==> config.mk <==
export PLATFORM = sky130hd
export DESIGN_NAME = adc_frame_rx
export DESIGN_NICKNAME = d
export VERILOG_FILES = /design/src/rtl/adc_rx_pkg.sv /design/src/rtl/adc_rx_deframer.sv /design/src/rtl/adc_rx_unpack.sv /design/src/rtl/adc_rx_status.sv /design/src/rtl/adc_frame_rx.sv
export SDC_FILE = /design/constraint.sdc
export NUM_CORES = 1
export LEC_CHECK = 0
export ABC_CLOCK_PERIOD_IN_PS = 4400
export BUFFER_PORTS_ARGS = -buffer_cell sky130_fd_sc_hd__buf_2
export CAP_MARGIN = 20
export CORE_AREA = 2 2 115 61
export DETAILED_ROUTE_END_ITERATION = 12
export DIE_AREA = 0 0 117 63
export PLACE_DENSITY = 0.69
export SLEW_MARGIN = 40
export SYNTH_ARGS = -nofsm -noshare
export SYNTH_HDL_FRONTEND = slang
export SYNTH_HIERARCHICAL = 1
export SYNTH_SLANG_ARGS = --single-unit
==> constraint.sdc <==
create_clock -name dclk_i -period 4.4 [get_ports dclk_i]
set_input_delay 0.44 -clock dclk_i [delete_from_list [all_inputs] [get_ports dclk_i]]
set_output_delay 0.44 -clock dclk_i [all_outputs]
set_load 0.005 [all_outputs]
==> src/rtl/adc_rx_pkg.sv <==
package adc_rx_pkg;

   localparam int HDR_BITS = 8;
   localparam int ID_BITS  = 3;

   typedef struct packed {
      logic               chip_err;
      logic               unsettled;
      logic               repeated;
      logic               sinc;
      logic               saturated;
      logic [ID_BITS-1:0] chan;
   } hdr_t;

endpackage

==> src/rtl/adc_rx_deframer.sv <==
module adc_rx_deframer #(
   parameter int FRAME_W = 24,
   parameter int NUM_CH  = 8,
   localparam int CNT_W  = $clog2(FRAME_W),
   localparam int POS_W  = (NUM_CH > 1) ? $clog2(NUM_CH) : 1
) (
   input  logic               clk,
   input  logic               rst_n,
   input  logic               drdy_i,
   input  logic               din_i,
   output logic               frm_vld_o,
   output logic [FRAME_W-1:0] frm_word_o,
   output logic [POS_W-1:0]   frm_pos_o
);

   localparam logic [CNT_W-1:0] LAST_BIT = CNT_W'(FRAME_W - 1);
   localparam logic [POS_W-1:0] LAST_POS = POS_W'(NUM_CH - 1);

   if (FRAME_W < 3) begin : g_bad_frame
      $error("adc_rx_deframer: FRAME_W too small");
   end

   logic [FRAME_W-2:0] sh_q;
   logic [CNT_W-1:0]   bit_cnt_q;
   logic [POS_W-1:0]   pos_q;
   logic               active_q;

   always_ff @(negedge clk or negedge rst_n) begin
      if (!rst_n) begin
         sh_q       <= '0;
         bit_cnt_q  <= '0;
         pos_q      <= '0;
         active_q   <= 1'b0;
         frm_vld_o  <= 1'b0;
         frm_word_o <= '0;
         frm_pos_o  <= '0;
      end else if (drdy_i) begin
         sh_q      <= {{(FRAME_W-2){1'b0}}, din_i};
         bit_cnt_q <= CNT_W'(1);
         pos_q     <= '0;
         active_q  <= 1'b1;
         frm_vld_o <= 1'b0;
      end else if (active_q) begin
         if (bit_cnt_q == LAST_BIT) begin
            frm_vld_o  <= 1'b1;
            frm_word_o <= {sh_q, din_i};
            frm_pos_o  <= pos_q;
            bit_cnt_q  <= '0;
            if (pos_q == LAST_POS) begin
               pos_q    <= '0;
               active_q <= 1'b0;
            end else begin
               pos_q <= pos_q + POS_W'(1);
            end
         end else begin
            sh_q      <= {sh_q[FRAME_W-3:0], din_i};
            bit_cnt_q <= bit_cnt_q + CNT_W'(1);
            frm_vld_o <= 1'b0;
         end
      end else begin
         frm_vld_o <= 1'b0;
      end
   end

   AST_ONE_FRAME_PULSE: assert property (@(negedge clk) disable iff (!rst_n)
      frm_vld_o |=> !frm_vld_o);
   AST_RESYNC_START: assert property (@(negedge clk) disable iff (!rst_n)
      drdy_i |=> (active_q && bit_cnt_q == CNT_W'(1) && pos_q == '0));
   AST_IDLE_NO_FRAME: assert property (@(negedge clk) disable iff (!rst_n)
      (!active_q && !drdy_i) |=> !frm_vld_o);

endmodule

==> src/rtl/adc_rx_unpack.sv <==
module adc_rx_unpack
   import adc_rx_pkg::*;
#(
   parameter int FRAME_W = 24,
   parameter int DATA_W  = 16,
   parameter int OUT_W   = 16
) (
   input  logic [FRAME_W-1:0] frame_i,
   output hdr_t               hdr_o,
   output logic [OUT_W-1:0]   sample_o
);

   if (FRAME_W != HDR_BITS + DATA_W) begin : g_bad_split
      $error("adc_rx_unpack: header plus data must fill the frame");
   end
   if (OUT_W < DATA_W) begin : g_bad_out
      $error("adc_rx_unpack: OUT_W must not be narrower than DATA_W");
   end

   logic [DATA_W-1:0] raw;

   assign hdr_o = hdr_t'(frame_i[FRAME_W-1 -: HDR_BITS]);
   assign raw   = frame_i[DATA_W-1:0];

   if (OUT_W > DATA_W) begin : g_sext
      assign sample_o = {{(OUT_W-DATA_W){raw[DATA_W-1]}}, raw};
   end else begin : g_plain
      assign sample_o = raw;
   end

endmodule

==> src/rtl/adc_rx_status.sv <==
module adc_rx_status
   import adc_rx_pkg::*;
#(
   parameter int  POS_W  = 3,
   parameter bit  STICKY = 1'b1
) (
   input  logic             clk,
   input  logic             rst_n,
   input  logic             frm_vld_i,
   input  hdr_t             hdr_i,
   input  logic [POS_W-1:0] pos_i,
   input  logic             clr_i,
   output logic             smp_valid_o,
   output logic             rep_drop_o,
   output logic             order_err_o,
   output logic             chip_err_o
);

   if (POS_W > ID_BITS) begin : g_bad_pos
      $error("adc_rx_status: more slots than the channel field can name");
   end

   logic [ID_BITS-1:0] exp_id;
   logic               chip_q;

   assign exp_id      = ID_BITS'(pos_i);
   assign smp_valid_o = frm_vld_i && !hdr_i.repeated;
   assign rep_drop_o  = frm_vld_i &&  hdr_i.repeated;
   assign order_err_o = frm_vld_i && (hdr_i.chan != exp_id);
   assign chip_err_o  = chip_q;

   if (STICKY) begin : g_sticky
      always_ff @(negedge clk or negedge rst_n) begin
         if (!rst_n)                              chip_q <= 1'b0;
         else if (frm_vld_i && hdr_i.chip_err)    chip_q <= 1'b1;
         else if (clr_i)                          chip_q <= 1'b0;
      end

      AST_STICKY_HOLD: assert property (@(negedge clk) disable iff (!rst_n)
         (chip_q && !clr_i) |=> chip_q);
      AST_CHIP_SET: assert property (@(negedge clk) disable iff (!rst_n)
         (frm_vld_i && hdr_i.chip_err) |=> chip_q);
   end else begin : g_follow
      always_ff @(negedge clk or negedge rst_n) begin
         if (!rst_n)          chip_q <= 1'b0;
         else if (frm_vld_i)  chip_q <= hdr_i.chip_err;
      end
   end

   AST_DROP_EXCLUSIVE: assert property (@(negedge clk) disable iff (!rst_n)
      !(smp_valid_o && rep_drop_o));

endmodule

==> src/rtl/adc_frame_rx.sv <==
module adc_frame_rx
   import adc_rx_pkg::*;
#(
   parameter int FRAME_W = 24,
   parameter int DATA_W  = 16,
   parameter int NUM_CH  = 8,
   parameter int OUT_W   = 16,
   parameter bit STICKY  = 1'b1,
   localparam int POS_W  = (NUM_CH > 1) ? $clog2(NUM_CH) : 1
) (
   input  logic             dclk_i,
   input  logic             rst_ni,
   input  logic             drdy_i,
   input  logic             dout_i,
   input  logic             chip_err_clr_i,
   output logic             smp_valid_o,
   output logic [2:0]       smp_chan_o,
   output logic [OUT_W-1:0] smp_data_o,
   output logic             flg_unsettled_o,
   output logic             flg_sinc_o,
   output logic             flg_sat_o,
   output logic             rep_drop_o,
   output logic             order_err_o,
   output logic             chip_err_o
);

   logic               frm_vld;
   logic [FRAME_W-1:0] frm_word;
   logic [POS_W-1:0]   frm_pos;
   hdr_t               hdr;

   adc_rx_deframer #(.FRAME_W(FRAME_W), .NUM_CH(NUM_CH)) u_deframer (
      .clk        (dclk_i),
      .rst_n      (rst_ni),
      .drdy_i     (drdy_i),
      .din_i      (dout_i),
      .frm_vld_o  (frm_vld),
      .frm_word_o (frm_word),
      .frm_pos_o  (frm_pos)
   );

   adc_rx_unpack #(.FRAME_W(FRAME_W), .DATA_W(DATA_W), .OUT_W(OUT_W)) u_unpack (
      .frame_i  (frm_word),
      .hdr_o    (hdr),
      .sample_o (smp_data_o)
   );

   adc_rx_status #(.POS_W(POS_W), .STICKY(STICKY)) u_status (
      .clk         (dclk_i),
      .rst_n       (rst_ni),
      .frm_vld_i   (frm_vld),
      .hdr_i       (hdr),
      .pos_i       (frm_pos),
      .clr_i       (chip_err_clr_i),
      .smp_valid_o (smp_valid_o),
      .rep_drop_o  (rep_drop_o),
      .order_err_o (order_err_o),
      .chip_err_o  (chip_err_o)
   );

   assign smp_chan_o      = hdr.chan;
   assign flg_unsettled_o = hdr.unsettled;
   assign flg_sinc_o      = hdr.sinc;
   assign flg_sat_o       = hdr.saturated;

endmodule

# Word level (Yosys, flattened, before mapping)
# Index checks and enable logic that the tools add are counted.
dict set report classes {
  n_addsub 2
  n_eq_ne 4
  n_mux 19
  bitwise_logic 1
  n_reduce_logical 11
}
# operator count
set ops {}
lappend ops {{23-bit 2-to-1 mux} 3}
lappend ops {{5-bit 2-to-1 mux} 3}
lappend ops {{3-bit 2-to-1 mux} 4}
lappend ops {{1-bit 2-to-1 mux} 9}
lappend ops {{2-bit nonzero test} 3}
lappend ops {{5-bit by 1-bit adder with 5-bit output (second input constant)} 1}
lappend ops {{5-bit == test (second input constant)} 1}
lappend ops {{1-bit logical AND} 4}
lappend ops {{2-bit AND reduction} 2}
lappend ops {{3-bit by 1-bit adder with 3-bit output (second input constant)} 1}
lappend ops {{3-bit == test (second input constant)} 1}
lappend ops {{3-bit inequality test} 1}
lappend ops {{3-bit AND reduction} 1}
lappend ops {{2-bit inequality test (second input constant)} 1}
lappend ops {{1-bit zero test} 1}
lappend ops {{1-bit NOT} 1}
dict set report totals {
  ff_bits 61
  in_bits 5
  output_inout_bits 26
}

# Longest topological paths before layout
# Gate-level depths: netlist (run 1).
dict set report logic_depth {
  word_depth 5
  mapped_depth 5
  ltp_nobuf 4
}

# Hierarchy
# Netlist (run 1), hierarchy kept.
# module n_inst cells_each area_per_inst_um2 seq_area_each_um2
set modules_own_cells {}
lappend modules_own_cells {adc_rx_deframer 1 150 2331.0 1501.4}
lappend modules_own_cells {adc_rx_unpack 1 24 180.2 0.0}
lappend modules_own_cells {adc_rx_status 1 10 85.1 25.0}

==> out/metrics.yaml, run 1 <==
outcome:
  status: "completed"
layout:
  drive_gt1_frac: 0.3971
  syn2layout_area_growth_pct: 14.41
  n_antenna_cell: 0
  nNetsFinal: 207
  final_cell_area_mm2: 0.002970
  final_cells: 296
clock_tree:
  cts_buffers: 9
  h-tree-depth: 3
  clkLatencyLatePin_ns: 0.33
  cts_sinks: 61
  clockBufferDepth: 2
  cts_root_buffer: "clkbuf_16"
  cts_tree: "done"
  postCtsSetupRepairBufs: 0
  clk_pin_slew_ns: 0.04
  postCtsHoldBufs: 0
  post_cts_resized: 0
sta:
  hold_slack_ns: 0.4404
  finalHoldViolCount: 0
  slew_viol_final: 0
  fin_setup_tns_ns: 0
  max_slew_margin: 0.7633
  skew_ns: 0.003797
  rsz0062_at_grt: "false"
  tightest_slew_ns: 0.3551
  setup_viol_count_final: 0
worst_setup_path:
  start_kind: "flip-flop"
  required_ns: 3.96
  critical_path_class: "reg2out"
  critPathCaptureType: "output pin"
  cp_slowest_cell: "dfrtn_1"
  cpPeakStageDelay_ns: 0.48
  path_max_fanout: 3
  r2r_setup_slack_ns: 2.58
  worstPathCellList: "xor2_1, o31a_1, buf_2"
  worstPathArrival_ns: 3.50
yosys:
  synth_area_leaders: "dfrtn_1 (59%), mux2_2 (11%), a22o_1 (8.4%), buf_4 (6.9%), ha_1 (1.4%)"
  avgSynthCellArea_um2: 14.11
  synthesis.area_mm2: 0.002596
  yosysWarnings: 6
  synth-edff-count: 0
  synthCells: 184
  ys.flop_type: "dfrtn_1"
  syn_nets: 192
  seq_area_frac_synth: 0.5880
  yosysTopAreaCell: "dfrtn_1"
  synthArstFlopShare: 1.000
  synth_seq_cells: 61
  synth_cell_types: 29
  synth_top_area_frac: 0.5880
worst_hold_path:
  hold_class: "reg2reg"
floorplan:
  dieHeight_um: 63
  pin_count: 31
  coreArea_mm2: 0.006437
  fp.dieW_um: 117
  dieArea_mm2: 0.007371
  rows: 21
  start_util: 0.4033
grt:
  grt_pass1_vias: 1422
  grt_use_met1: 0.1861
  grt-ovfl-total: 0
  track_usage: 0.1333
  grt_pass1_wl_um: 7189
  antenna_found_initial: 0
  met3_usage: 0.08535
  grt_max_degree: 62
  grtUsageMet2: 0.1691
  grt-busiest-layer: "met1"
placement:
  globalplace.congestion: 0.8421
  dpl_cell_area_mm2: 0.002673
  dp_hpwl_um: 2688
  port_buffers: 30
  dp_cells: 280
route:
  dr.first_iter.drc_count: 46
  route.vias.total: 1406
  avgViaCountPerCell: 4.750
  ant_nets: 0
  wirelength_um: 4197
  wl_per_cell_um: 14.18
  drtPass1Iterations: 4
  drcViolationCount: 0
flow_run:
  drv_cap: 0
power_and_ir_drop:
  ir_drop_uv: 156.6
  p_leak_uw: 0.001589
  power_density_mw_per_mm2: 432.2
-- sequential cells by signal, indices dropped and copies added, names as in the netlist --
register	flops
u_deframer/frm_word_o	24
u_deframer/sh_q	23
u_deframer/bit_cnt_q	5
u_deframer/frm_pos_o	3
u_deframer/pos_q	3
u_deframer/active_q	1
u_deframer/frm_vld_o	1
u_status/chip_err_o	1
-- stage by stage --
step / util / power, µW / setup WS (ns)
6_report: 0.4614 / 1284 / 0.4582
5_1_grt: 0.4614 / 1341 / 0.3830
4_1_cts: 0.4614 / 1307 / 0.4481
3_5_place_dp: 0.4152 / 621.8 / 0.5347
3_3_place_gp: 0.4152 / 621.0 / 0.5738
2_1_floorplan: - / 601.2 / 0.7885
-- routing by layer --
layer	part of all wire	wire length (µm)
met1	0.53	2218
met3	0.066	278
met4	0.0086	36
met2	0.40	1662
met5	0	0
-- cells by family (layout without fill, tap and decap cells) --
family	count (synthesis)	in the layout	synth area share
AOI/OAI and AO/OA	33	33	0.1036
xor gates and xnor gates	5	5	0.01687
adders and majority gates	3	3	0.01446
buffers and inverters	33	53	0.09976
DFF	61	61	0.5880
muxes	29	29	0.1253
and+or+nand+nor	20	20	0.05205
-- final timing paths --
path / to / depth (start not counted) / startpoint
worst max-delay path: order_err_o / 3 / u_deframer/frm_word_o[16]$_DFFE_NN0P_
worst min-delay path: u_status/chip_err_o$_DFFE_NN0P_ / 2 / u_deframer/frm_word_o[23]$_DFFE_NN0P_
worst max register to register: u_deframer/sh_q[0]$_DFFE_NN0P_ / 5 / u_deframer/bit_cnt_q[0]$_DFFE_NN0P_
worst min register to register: u_status/chip_err_o$_DFFE_NN0P_ / 2 / u_deframer/frm_word_o[23]$_DFFE_NN0P_
max in group asynchronous: u_deframer/frm_word_o[13]$_DFFE_NN0P_ / 2 / rst_ni
min in group asynchronous: u_status/chip_err_o$_DFFE_NN0P_ / 2 / rst_ni
-- layout by cell type (no fill, tap or decap) --
cell type   Yosys  layout
a21oi_1         4       4
a21oi_2         1       1
a22o_1         25      25
and2_1          2       2
and4b_1         2       2
buf_12          0       2
buf_2           2      30
buf_4          24       3
clkbuf_16       0       9
clkbuf_8        2       4
clkinv_2        0       2
clkinvlp_4      0       1
dfrtn_1        61      61
ha_1            3       3
inv_1           2       2
mux2_1          2       2
mux2_2         26      26
mux2i_1         1       1
nand2_1         3       3
nand2b_1        1       1
nand3_1         2       2
nand4_1         1       1
nand4b_4        1       1
nor2_1          4       4
nor2_4          1       1
nor2b_1         2       2
o21ai_0         1       1
o31a_1          1       1
o31ai_1         1       1
or2_2           1       1
xnor2_1         1       1
xor2_1          4       4
-- synthesized netlist by cell type, types with 3 or more instances --
| library cell | count |
|---|---|
| a21oi_1 | 4 |
| buf_4 | 24 |
| nor2_1 | 4 |
| xor2_1 | 4 |
| a22o_1 | 25 |
| buf_6 | 3 |
| ha_1 | 3 |
| dfrtn_1 | 61 |
| mux2_2 | 26 |
| nand2_1 | 3 |
-- critical path, delay by kind of cell (launching register included) --
kind                      cells  cell delay (ns)
AOI/OAI and AO/OA             1             0.28
xor gates and xnor gates      1             0.08
buffers and inverters         1             0.12
DFF                           1             0.48
-- where the power goes --
part	leakage, µW	total (µW)	switching [µW]	internal [µW]
Combinational	0.000604	33.7	21.9	11.9
Clock	0.000148	672	232	440
Sequential	0.000838	579	7.20	571
-- final cells by class --
class / instances / area [µm²]
Timing Repair Buffer: 35 / 212.7
Multi-Input combinational cell: 90 / 810.8
Fill cell: 589 / 3467
Tap cell: 92 / 115.1
Clock buffer: 13 / 280.3
Inverter: 2 / 7.507
Clock inverter: 3 / 17.52
Sequential cell: 61 / 1526
(Power assumes the default switching activity.)
==> run 2, diff against run 1 <==
PLACE_DENSITY = unset   (was 0.69)
PLACE_DENSITY_LB_ADDON = 0.3   (was unset)
==> run 2 against run 1 <==
Against the previous run:
- register-to-register slack is essentially flat
- final area is essentially flat
- largest power group unchanged
- largest cell class unchanged
- sequential power is essentially flat
- combinational power grew 1%
- count of clock-buffer cells in the layout is the same
- hold slack lost 0.0028 ns
- clock power grew 5.7%
- first-iteration DRC count grew 39%
- non-clock buffer count is the same
==> out/metrics.yaml, run 2 (synthesis gave the netlist of run 1 again) <==
power_and_ir_drop:
  total_power_uw: 1323  # +3.1%
  p_leak_uw: 0.001591  # about the same
  power_density_mw_per_mm2: 445.1  # +3.0%
  ir_drop_uv: 208.9  # +33%
layout:
  final_common_cell: "dfrtn_1"
  drive_gt1_frac: 0.3922  # -0.004902
  nNetsFinal: 207  # unchanged
  largest_reg_flops: 24  # unchanged
  syn2layout_area_growth_pct: 14.51  # about the same
  n_antenna_cell: 0  # unchanged
  final_cell_mix: "dfrtn_1 (61), buf_2 (30), mux2_2 (26), a22o_1 (25), clkbuf_16 (9)"
  top_regs: "u_deframer/frm_word_o (24), u_deframer/sh_q (23), u_deframer/bit_cnt_q (5)"
  regMostFlops: "u_deframer/frm_word_o"
grt:
  grt_pass1_vias: 1403  # -1.3%
  antenna_found_initial: 0  # unchanged
  grt-ovfl-total: 0  # unchanged
  grt_max_degree: 62  # unchanged
  grt_pass1_wl_um: 7265  # +1.1%
  track_usage: 0.1358  # +0.002466
floorplan:
  start_util: 0.4033  # unchanged
  rows: 21  # unchanged
  coreArea_mm2: 0.006437  # unchanged
  pin_count: 31  # unchanged
  dieArea_mm2: 0.007371  # unchanged
  dieHeight_um: 63  # unchanged
  fp.dieW_um: 117  # unchanged
worst_setup_path:
  worstPathArrival_ns: 3.55  # +0.05 ns
  start_kind: "flip-flop"
  r2r_setup_slack_ns: 2.57  # about the same
  critical_path_class: "reg2out"
  required_ns: 3.96  # about the same
  path_max_fanout: 3  # unchanged
  r2r-start: "u_deframer/bit_cnt_q[0]$_DFFE_NN0P_"
  critPathCaptureType: "output pin"
  worstSetupStartpoint: "u_deframer/frm_word_o[16]$_DFFE_NN0P_"
outcome:
  status: "completed"
clock_tree:
  clkLatencyLatePin_ns: 0.33  # about the same
  post_cts_resized: 0  # unchanged
  cts_root_buffer: "clkbuf_16"
  clockBufferDepth: 2  # unchanged
  clk_pin_slew_ns: 0.04  # about the same
  postCtsHoldBufs: 0  # unchanged
  cts_buffers: 9  # unchanged
  cts_tree: "done"
  h-tree-depth: 3  # unchanged
  postCtsSetupRepairBufs: 0  # unchanged
  cts_sinks: 61  # unchanged
placement:
  dp_hpwl_um: 2714  # +0.97%
  globalplace.congestion: 0.7637  # -9.3%
  port_buffers: 30  # unchanged
route:
  dr.first_iter.drc_count: 64  # +39%
  avgViaCountPerCell: 4.811  # +1.3%
  route.vias.total: 1424  # +1.3%
  ant_nets: 0  # unchanged
  wirelength_um: 4197  # unchanged
  wl_per_cell_um: 14.18  # unchanged
  drcViolationCount: 0  # unchanged
  drtPass1Iterations: 4  # unchanged
sta:
  finalHoldViolCount: 0  # unchanged
  setup_viol_count_final: 0  # unchanged
  rsz0062_at_grt: "false"
  fin_setup_tns_ns: 0  # unchanged
  tightest_slew_ns: 0.3531  # -0.002030 ns
  max_slew_margin: 0.7646  # +0.001353
  skew_ns: 0.004281  # +0.0004847 ns
  slew_viol_final: 0  # unchanged
worst_hold_path:
  hold_class: "reg2reg"
  min-delay-start: "u_deframer/frm_word_o[1]$_DFFE_NN0P_"
flow_run:
  drv_cap: 0  # unchanged
==> run 2: layer usage <==
layer,GRT usage,up-vias,part of all wire
met2,0.1655,32,0.39
met5,0,-,0
met3,0.06499,9,0.059
met1,0.1964,716,0.53
met4,0.06618,0,0.019
li1,-,667,-
==> run 2: where the power goes <==
part           switching, µW  total, µW  internal, µW
registers               7.21        579           571
logic                   22.2       34.1          11.9
clock network            228        710           483
==> run 2: worst max-delay path, cell delays in order, from the launching register on <==
cell and delay (ns):
dfrtn_1 0.47, xor2_1 0.12, o31a_1 0.30, buf_2 0.13
==> run 2: area by class of cell <==
class	instances	area (µm²)
Fill cell	598	3465
Sequential cell	61	1526
Multi-Input combinational cell	90	810.8
Clock buffer	13	270.3
Timing Repair Buffer	35	200.2
Tap cell	92	115.1
Clock inverter	3	42.54
Inverter	2	7.507
==> run 2: stage by stage <==
step                      setup slack, ns    util  hold slack [ns]  std cells  cell area [µm²]
after global routing               0.3350  0.4618           0.4709        296             2973
after CTS                          0.4081  0.4618           0.4474        296             2973
final                              0.4130  0.4618           0.4376        296             2973
after global placement             0.5503  0.4132           0.4394        280             2660
after detailed placement           0.5082  0.4132           0.4411        280             2660
after floorplan                    0.7885       -           0.4200        184             2596
==> run 2: worst paths after layout <==
| path | endpoint | cells past startpoint |
|---|---|---|
| worst max-delay path | order_err_o | 3 |
| worst min-delay path | u_deframer/frm_word_o[1]$_DFFE_NN0P_ | 1 |
| worst max register to register | u_deframer/frm_word_o[4]$_DFFE_NN0P_ | 5 |
| worst min register to register | u_deframer/frm_word_o[1]$_DFFE_NN0P_ | 1 |
| max in group asynchronous | u_deframer/active_q$_DFF_NN0_ | 2 |
| min in group asynchronous | u_status/chip_err_o$_DFFE_NN0P_ | 2 |
